### src/rtl/serial_quad_wiper.sv
module serial_quad_wiper #(
  parameter int TW        = 6,
  parameter int NV_CYCLES = 250
) (
  input  logic          clk,
  input  logic          rst_n,
  input  logic          cs_n,
  input  logic          sck,
  input  logic          si,
  output logic          so,
  output logic          so_en,
  output logic [4*TW-1:0] tap
);
  localparam int BW = $clog2(NV_CYCLES + 1);
  localparam logic [TW-1:0] TMAX = {TW{1'b1}};

  localparam logic [3:0] OP_S2L  = 4'h1;
  localparam logic [3:0] OP_L2S  = 4'h2;
  localparam logic [3:0] OP_GS2L = 4'h3;
  localparam logic [3:0] OP_GL2S = 4'h4;
  localparam logic [3:0] OP_STAT = 4'h5;
  localparam logic [3:0] OP_STEP = 4'h6;
  localparam logic [3:0] OP_RDL  = 4'h9;
  localparam logic [3:0] OP_WRL  = 4'hA;
  localparam logic [3:0] OP_RDS  = 4'hB;
  localparam logic [3:0] OP_WRS  = 4'hC;

  logic              sck_q, stepping;
  logic [4:0]        cnt;
  logic [6:0]        sr;
  logic [7:0]        ins, osr;
  logic [BW-1:0]     busy;
  logic [3:0][TW-1:0]  live;
  logic [15:0][TW-1:0] slot;

  wire       rise = !cs_n && sck && !sck_q;
  wire       fall = !cs_n && !sck && sck_q;
  wire [7:0] nxt  = {sr, si};
  wire [3:0] op   = nxt[7:4];
  wire [1:0] rs   = nxt[3:2];
  wire [1:0] ch   = nxt[1:0];
  wire [3:0] iop  = ins[7:4];
  wire [1:0] irs  = ins[3:2];
  wire [1:0] ich  = ins[1:0];
  wire       wip  = busy != '0;

  assign tap = live;

  always_ff @(posedge clk) begin
    if (!rst_n) begin
      sck_q <= 1'b0; stepping <= 1'b0; cnt <= '0; sr <= '0; ins <= '0;
      osr <= '0; busy <= '0; live <= '0; slot <= '0; so <= 1'b0; so_en <= 1'b0;
    end else begin
      sck_q <= sck;
      if (wip) busy <= busy - 1'b1;
      if (cs_n) begin
        cnt <= '0; stepping <= 1'b0; so_en <= 1'b0;
      end else begin
        if (rise) begin
          if (stepping) begin
            if (si && live[ich] != TMAX) live[ich] <= live[ich] + 1'b1;
            else if (!si && live[ich] != '0) live[ich] <= live[ich] - 1'b1;
          end else if (cnt != 5'd16) begin
            sr  <= nxt[6:0];
            cnt <= cnt + 1'b1;
            if (cnt == 5'd7) begin
              ins <= nxt;
              case (op)
                OP_S2L:  live[ch] <= slot[{ch, rs}];
                OP_L2S:  if (!wip) begin slot[{ch, rs}] <= live[ch]; busy <= BW'(NV_CYCLES); end
                OP_GS2L: for (int k = 0; k < 4; k++) live[k] <= slot[{2'(k), rs}];
                OP_GL2S: if (!wip) begin
                  for (int k = 0; k < 4; k++) slot[{2'(k), rs}] <= live[k];
                  busy <= BW'(NV_CYCLES);
                end
                OP_STEP: stepping <= 1'b1;
                OP_STAT: begin osr <= {7'b0, wip}; so_en <= 1'b1; end
                OP_RDL:  begin osr <= 8'(live[ch]); so_en <= 1'b1; end
                OP_RDS:  begin osr <= 8'(slot[{ch, rs}]); so_en <= 1'b1; end
                default: ;
              endcase
            end
            if (cnt == 5'd15) begin
              if (iop == OP_WRL) live[ich] <= nxt[TW-1:0];
              if (iop == OP_WRS && !wip) begin
                slot[{ich, irs}] <= nxt[TW-1:0];
                busy <= BW'(NV_CYCLES);
              end
            end
          end
        end
        if (fall && so_en) begin
          so  <= osr[7];
          osr <= {osr[6:0], 1'b0};
        end
      end
    end
  end

  assert_oe_idle_R10: assert property (@(posedge clk) disable iff (!rst_n)
    cs_n |=> !so_en);

  assert_read_start_R5: assert property (@(posedge clk) disable iff (!rst_n)
    $rose(so_en) |-> cnt == 5'd8);

  assert_slot_lock_R8: assert property (@(posedge clk) disable iff (!rst_n)
    wip |=> $stable(slot));

  assert_step_up_R9: assert property (@(posedge clk) disable iff (!rst_n)
    (rise && stepping && si && live[ich] != TMAX) |=>
      live[$past(ich)] == $past(live[ich]) + 1'b1);

  assert_step_floor_R9: assert property (@(posedge clk) disable iff (!rst_n)
    (rise && stepping && !si && live[ich] == '0) |=> live[$past(ich)] == '0);
endmodule

### config.mk
export PLATFORM = sky130hd
export DESIGN_NAME = serial_quad_wiper
export DESIGN_NICKNAME = d
export VERILOG_FILES = /design/src/rtl/serial_quad_wiper.sv
export SDC_FILE = /design/constraint.sdc
export NUM_CORES = 1
export LEC_CHECK = 0
export BUFFER_PORTS_ARGS = -buffer_cell sky130_fd_sc_hd__buf_2
export CAP_MARGIN = 15
export CORE_MARGIN = 10
export CORE_UTILIZATION = 58
export DETAILED_ROUTE_END_ITERATION = 7
export PLACE_DENSITY_LB_ADDON = 0.08
export SLEW_MARGIN = 20
export SYNTH_ARGS = -nofsm -noshare
export SYNTH_HDL_FRONTEND = slang
export SYNTH_SLANG_ARGS = --single-unit
### constraint.sdc
create_clock -name clk -period 2.6 [get_ports clk]
set_input_delay 0 -clock clk [delete_from_list [all_inputs] [get_ports clk]]
set_output_delay 0 -clock clk [all_outputs]
set_load 0.01 [all_outputs]
# Word-level counts from Yosys, hierarchy flattened
# Index checks and enable logic that the tools add are counted.
[totals]
wordCells = 190
regBits = 160
output_inout_bits = 26
inputBits = 5
[classes]
eq_ne = 16
n_lt_le_gt_ge = 16
mux = 84
n_addsub = 4
n_bitwise = 3
reduce_logical = 38
[op_table]
columns = ["operator", "n"]
rows = [
  ["two-way mux 96 bit", 10],
  ["bitwise mux 96 bit", 6],
  ["two-way mux 24 bit", 12],
  ["case mux 96 bit (2 select lines)", 1],
  ["two-way mux 8 bit", 15],
  ["bitwise mux 24 bit", 4],
  ["two-way mux 6 bit", 15],
  ["binary-select mux 6 bit (select 2 bit)", 6],
  ["demux 6 bit (select 2 bit)", 6],
  ["demux 6 bit (select 4 bit)", 2],
  ["case mux 24 bit (2 select lines)", 1],
  ["binary-select mux 6 bit (select 4 bit)", 1],
  ["case mux 8 bit (3 select lines)", 1],
  ["< comparator 4 x 5 -> 1 bit, second input constant", 4],
  ["== test 4 bit, second input constant", 4],
  [">= comparator 4 x 1 -> 1 bit, second input constant", 4],
  ["logical AND 1 bit", 16],
  ["== test 4 x 3 -> 1 bit, second input constant", 3],
  ["AND reduction 5 bit", 2],
  ["== test 4 x 2 -> 1 bit, second input constant", 2],
  ["AND reduction 4 bit", 2],
  ["nonzero test 2 bit", 4],
  ["nonzero test 8 bit", 1],
  ["subtractor 8 x 1 -> 8 bit, second input constant", 1],
  ["other kinds (25)", 38],
]

# Logic depth before layout (Yosys ltp)
# Gate-level depths: netlist of the first run.
[depth]
depth_word = 19
mapped_depth = 12
depth_no_buf = 9

# Least setup slack after synthesis of the first run
# Ideal clock, no wire load.
[synth_timing]
path_kind = "flip-flop to flip-flop"
from = "register ins[0]"
to = "register live, in the netlist tap[11]"
slack_ns = -0.152
arrival_time_ns = 2.673
required_ns = 2.521
setup_ns = 0.079
stages_incl_launch_ff = 11
synth_period_minus_slack_ns = 2.752
n_path_buf = 2
cell_sequence = "dfxtp_1 > buf_6 > buf_6 > mux4_2 > ha_1 > nand2_1 > o22ai_1 > or4b_1 > a221oi_2 > o2111ai_1 > o211ai_1"
[synth_via]
elab_chain_len = 9
word_cells_on_any_way = 24
classes_between = "add/sub (2); order compare (2); eq/ne (2); mux (13); reduce/logical (5)"
[synth_lines]
columns = ["element", "line_no", "source"]
rows = [
  ["start: declaration", "31", "logic [7:0] ins, osr;"],
  ["start signal: assignment", "67", "ins <= nxt;"],
  ["branches (longest 9 deep; another with subtractor 6 x 1 -> 6 bit)", "n/a", ""],
  ["end signal: indexed assignment", "69", "OP_S2L: live[ch] <= slot[{ch, rs}];"],
  ["end signal: indexed assignment", "84", "if (iop == OP_WRL) live[ich] <= nxt[TW-1:0];"],
  ["end: declaration", "33", "logic [3:0][TW-1:0] live;"],
]
# Parallel ways; which one is timed is not known. The select of a mux whose other input is x is not followed.
# A chain may end at the register's enable or synchronous reset.

# Worst setup path in the final report of the first run
# Ends and elaborated chain as after synthesis.

==> results of run 1 <==
-- layout make-up --
type                            count  share of cell area (%)
Clock inverter                     14                   1.062
Multi-Input combinational cell   1137                   57.67
Inverter                           17                  0.4729
Timing Repair Buffer              225                   12.37
Clock buffer                       18                   3.061
Antenna cell                        2                 0.03569
Sequential cell                   160                   22.92
Tap cell                          270                   2.409
-- cells in the mapped netlist (all sizes together) (39+ instances only) --
cell and number:
dfxtp 160, nand2 160, nor2 101, clkbuf 97
nand3 83, a21oi 82, a22oi 79, o211ai 69
o21ai 54, buf 51, mux4 44, and3 39
-- worst min path at each step --
stage | start | slack (ns) | to
after floorplan | sck | 0.12 | sck_q$_SDFF_PN0_
after global placement | sck | 0.24 | sck_q$_SDFF_PN0_
after detailed placement | sck | 0.26 | sck_q$_SDFF_PN0_
after CTS | cs_n | 0.07 | stepping$_SDFFE_PP0P_
after global routing | cs_n | 0.12 | stepping$_SDFFE_PP0P_
final | cs_n | 0.09 | stepping$_SDFFE_PP0P_
-- layout by cell type, fill, tap and decap left out, types with 16 or more instances in the layout --
cell,count
buf_2,30
mux4_2,44
o22ai_1,37
a22oi_1,79
nor2b_1,18
buf_4,181
o21ai_0,42
and3_1,37
nand3_1,83
a31oi_1,16
o31ai_1,18
a21oi_1,81
nor3_1,30
clkbuf_16,17
dfxtp_1,155
o211ai_1,69
nand2_1,155
mux2i_1,28
nor2_1,97
a221o_1,36
-- per-stage QoR --
stage | utilization [%] | total power [mW] | instance area [um2] | setup slack [ns]
after floorplan | - | 3.639 | 11830 | -0.01436
after global placement | 65.91 | 4.269 | 13250 | 0.04583
after detailed placement | 65.91 | 4.285 | 13250 | -0.007255
after CTS | 68.99 | 6.785 | 13870 | 0.01929
after global routing | 69.72 | 7.116 | 14020 | -0.06519
final | 69.75 | 6.934 | 14020 | 0.02388
-- worst max-delay path: stages, from the launching register on --
cell and delay (ns):
dfxtp_4 0.37, mux4_2 0.56, ha_4 0.22, nand2_4 0.07, o22ai_4 0.09, or4b_4 0.54, a221oi_2 0.24, buf_4 0.18
o2111ai_1 0.10, o211ai_1 0.12
-- logic make-up after synthesis --
group	synth area share, %
fa+ha+maj	0.8475
compound gates	31.28
mux	11.14
flops	27.12
simple gates	23.00
xor+xnor	0.7415
buf+inv	5.869
-- layer usage --
metal,global-route usage (%),share of wire (%),vias to the layer above
li1,-,-,5900
met1,46.75,36,6516
met2,53.64,43,1208
met3,9.606,14,269
met4,21.80,6.8,0
met5,0,0,-
-- state kept, by name, indices dropped and copies added, names as in the netlist --
| register | flops |
|---|---|
| cnt | 5 |
| osr | 8 |
| sr | 7 |
| slot | 96 |
| stepping | 1 |
| sck_q | 1 |
| so | 1 |
| ins | 8 |
| busy | 8 |
| tap | 24 |
| so_en | 1 |
-- power groups by stage --
stage / clock [mW] / sequential [mW] / combinational, mW
after detailed placement: 0 / 2.70 / 1.59
after global routing: 2.64 / 2.66 / 1.82
after floorplan: 0 / 2.65 / 0.987
after global placement: 0 / 2.70 / 1.57
final: 2.55 / 2.65 / 1.73
after CTS: 2.55 / 2.64 / 1.60
-- what timing repair did --
action,4_1_cts,5_1_grt
resized for setup,4,44
endpoints found under the hold margin,4,0
buffers inserted,2,2
pin swaps,0,9
hold buffers,2,0
setup endpoints to repair,9,100
==> impl_metrics.yaml, run 1 <==
power_and_ir_drop:
  cellLeakagePower_nw: 4.852
  p_per_area_mw_per_mm2: 494.5
  sequentialPowerShare_pct: 38.2
  power.combinational.fraction_pct: 25.0
  vdd.ir_drop.worst_uv: 783.1
  cellInternalPower_mw: 4.491
  power_frac_clock_pct: 36.8
  power.share.switching_pct: 35.23
  net-switching-power_mw: 2.443
flow_run:
  maxCapViolCount: 0
worst_setup_path:
  critical_path_required_ns: 2.96
  setup.worst_path.start: "ins[0]$_SDFFE_PN0P_"
  crit_path_end: "tap[11]$_SDFFE_PN0P_"
  worst-path-max-fanout: 6
  setup.worst_path.end_class: "register"
  worst-endpoint-arrival_ns: 2.93
  ff2ff_setup_slack_ns: 0.02
  crit-reg2reg-capture: "tap[11]$_SDFFE_PN0P_"
  critical_path.reg2reg.startpoint: "ins[0]$_SDFFE_PN0P_"
  timing.critical_path.from_type: "register"
  timing.reg2reg.worst_path_depth: 9
  worst-setup-path-type: "register to register"
global_route:
  antenna_found_initial: 1
  grt_start_max_net_pins: 48
  groute.usage.overall_pct: 36.36
  gr-total-overflow: 0
  grt_pass1_vias: 12744
  grt_pass1_wl_um: 76010
die:
  chipWidth_um: 162.7
  initial_utilization_pct: 58.75
  floorplan.die_area_mm2: 0.02647
  die_height_um: 162.7
  io-pin-count: 31
  floorplan.rows: 52
  core_mm2: 0.02010
finish:
  fin_nets: 1571
  post_route_cells_drive_above_1_share_pct: 23.93
  seqCellArea_mm2: 0.003214
  multi_input_area_mm2: 0.008087
  stdcell_count: 1843
  filler_cell_count: 1702
  layout-area-overhead-vs-synth_pct: 18.72
route:
  drt-total-wl_um: 49810
  vias: 13893
  vias_per_cell: 7.538
  drt-wirelength-per-cell_um: 27.03
  drt_antenna_net_count: 0
  drt_pre_antenna_iters: 7
  drcViolationCount: 0
  initialDrtViolationCount: 2224
timing:
  final-setup-viol-count: 0
  hold-worst-slack_ns: 0.08659
  post-route-min-period_ns: 2.576
  setup_repair_after_global_routing_missed_its_margin: "true"
  post_route_clock_period_utilization_pct: 99.08
  totalNegativeSetupSlack_ns: 0
  worst_pin_slew_ns: 0.7545
  final_max_slew_viol_count: 0
  max_clock_skew_ns: 0.01702
  achievable-frequency_mhz: 388.2
  final-hold-violation-count: 0
  timing.slew.headroom_pct: 49.31
synthesis:
  synth.lib_cells_used.distinct: 85
  synth_enable_flop_cells: 0
  yosys_warnings: 0
  synth_area_mm2: 0.01181
  synthCells: 1462
  synth_nets: 1475
  synth_largest_type_area_fraction_pct: 27.12
  yosysSeqAreaShare_pct: 27.12
  ys_top_cells_by_area: "dfxtp_1, mux4_2, a22oi_1, nand2_1, o211ai_1"
  async_flop_share_pct: 0
  synth_seq_cells: 160
  synth_flop_cell: "dfxtp_1"
  post-synth-top-area-cell: "dfxtp_1"
  post_synth.cell_area_avg_um2: 8.079
cts:
  clock_tree.root_cell: "clkbuf_16"
  clock-sinks: 160
  cts_buffers: 17
  tritoncts_clock_tree: "yes"
  clockBufferDepth: 2
  cts.htree.levels: 4
  clkLatencyLatePin_ns: 0.45
  cts.clk_slew.worst_paths_ns: 0.07
place:
  placed_cells: 1803
  hpwl_um: 35980
  finalWeightedCongestion: 1.042
  number_of_port_buffers: 30
worst_hold_path:
  timing.hold.worst_path_depth: 5
  hold_path_class: "primary input to register"
outcome:
  status: "complete, no violations"
(Power assumes the default switching activity.)
==> run 2, diff against run 1 <==
CORE_ASPECT_RATIO = 0.8   (was unset)
==> impl_metrics.yaml, run 2 (synthesis results as in run 1) <==
timing:
  achievable-frequency_mhz: 384.3
  post-route-min-period_ns: 2.602
  max_clock_skew_ns: 0.01356
  final_max_slew_viol_count: 0
  setup_slack_ns: -0.002237
  setup_repair_after_global_routing_missed_its_margin: "true"
  post_route_clock_period_utilization_pct: 100.1
  worst_pin_slew_ns: 0.6908
  final-hold-violation-count: 0
  final-setup-viol-count: 1
  timing.slew.headroom_pct: 53.94
outcome:
  failed_checks: "setup timing"
  status: "finished with violations"
global_route:
  antenna_found_initial: 2
  groute.usage.overall_pct: 34.87
  gr-total-overflow: 0
  grt_start_max_net_pins: 50
  grt_pass1_wl_um: 74410
  grt_pass1_vias: 12363
route:
  drt_pre_antenna_iters: 7
  drt_antenna_net_count: 0
  initialDrtViolationCount: 2931
  max_used_layer: "met5"
  drt-wirelength-per-cell_um: 26.73
  route.met2.wl_um: 20190
  met3WireLength_um: 7462
  wl_met1_um: 19510
  drt-total-wl_um: 48880
  vias_per_cell: 7.554
  drcViolationCount: 0
  vias: 13816
worst_setup_path:
  worst-path-max-fanout: 6
  critical_path_required_ns: 2.91
  timing.critical_path.from_type: "register"
  worst-setup-path-type: "register to register"
  setup.worst_path.start: "cnt[0]$_SDFFE_PP0P_"
  setup.worst_path.end_class: "register"
  critical_path.reg2reg.startpoint: "cnt[0]$_SDFFE_PP0P_"
  worst-endpoint-arrival_ns: 2.91
power_and_ir_drop:
  cellLeakagePower_nw: 4.851
  vdd.ir_drop.worst_uv: 934.4
  p_per_area_mw_per_mm2: 500.8
cts:
  clkLatencyLatePin_ns: 0.45
  cts.htree.levels: 4
  clock_tree.root_cell: "clkbuf_16"
  clock-sinks: 160
  clockBufferDepth: 2
  cts.clk_slew.worst_paths_ns: 0.07
  tritoncts_clock_tree: "yes"
  cts_buffers: 17
finish:
  most_common_library_cell_in_the_layout_ignoring_fill_and_taps: "buf_4"
  post_route_cells_drive_above_1_share_pct: 23.53
  layout-area-overhead-vs-synth_pct: 18.87
  fin_nets: 1564
  largest_register_ff_count: 96
  final_cell_mix: "buf_4, dfxtp_1, nand2_1"
  filler_cell_count: 1648
  stdcell_area_mm2: 0.01404
  largest-register: "slot"
die:
  die_height_um: 147.6
  floorplan.rows: 46
  io-pin-count: 31
  initial_utilization_pct: 59.31
  chipWidth_um: 179.5
  core_mm2: 0.01991
  floorplan.die_area_mm2: 0.02651
place:
  finalWeightedCongestion: 1.049
  hpwl_um: 35410
  number_of_port_buffers: 30
  pre_cts_slack_ns: -0.03656
  place_area_mm2: 0.01313
worst_hold_path:
  hold_path_class: "primary input to register"
  min_from: "rst_n"
flow_run:
  maxCapViolCount: 0
run 2: cell types whose count changed in the layout (fill, tap and decap cells not counted), moves of 3 or more:
cell,previous run,this run
buf_4,181,170
o21ai_0,42,47
o21ai_1,12,7
nand2_2,3,7
nand2_1,155,152
run 2: power breakdown:
| group | internal, mW | leakage, nW | switching (mW) |
|---|---|---|---|
| clock | 1.48 | 0.292 | 1.20 |
| sequential | 2.53 | 1.30 | 0.121 |
| combinational | 0.596 | 3.26 | 1.11 |
| total | 4.60 | 4.85 | 2.43 |
run 2: stage by stage:
stage / TNS (ns) / total power [mW] / hold slack (ns) / util, % / cells
2_1_floorplan: -0.1289 / 3.639 / 0.1217 / - / 1462
3_3_place_gp: -0.005370 / 4.200 / 0.2381 / 65.95 / 1779
3_5_place_dp: -0.1458 / 4.225 / 0.2545 / 65.95 / 1779
4_1_cts: 0 / 6.875 / 0.04015 / 69.30 / 1814
5_1_grt: -0.6357 / 7.220 / 0.06661 / 70.49 / 1828
6_report: -0.002237 / 7.031 / 0.05739 / 70.50 / 1829
run 2: per-layer routing:
metal	vias up	global-route usage [%]
met4	2	13.29
met1	6557	48.74
met2	1218	50.10
met3	173	9.271
met5	-	0
li1	5866	-
run 2: final cells by class:
class,count,area [um2],area share (%)
clock inverter,13,166.4,1.185
clock buffer,19,442.9,3.155
tap,264,330.3,2.353
antenna,1,2.502,0.01782
multi-input combinational,1137,8088,57.61
inverter,17,63.81,0.4545
timing repair buffer,218,1729,12.32
sequential,160,3217,22.91
run 2: worst max-delay path, stage by stage, from the launching register on:
cell and delay (ns):
dfxtp_4 0.38, ha_4 0.13, and3_1 0.15, ha_1 0.13
and3b_2 0.22, nand3b_1 0.25, buf_6 0.23, nor4_4 0.35
buf_4 0.20, clkbuf_4 0.17, a221o_1 0.17, o211ai_1 0.08
run 2: what timing repair did:
action                                 4_1_cts  5_1_grt
setup endpoints to repair                   21      106
gates cloned                                 1        1
endpoints found under the hold margin        1        0
pin swaps                                    1       14
gates resized for setup                      7       38
hold buffers                                 1        0
buffers inserted                             1       13
run 2: worst paths after layout:
path         slack, ns               endpoint  cells past startpoint
max reg2reg     -0.002  slot[37]$_SDFFE_PN0P_                     11
min               0.06  slot[11]$_SDFFE_PN0P_                      2
min reg2reg       0.46    osr[0]$_SDFFE_PN0P_                      2
max             -0.002  slot[37]$_SDFFE_PN0P_                     11
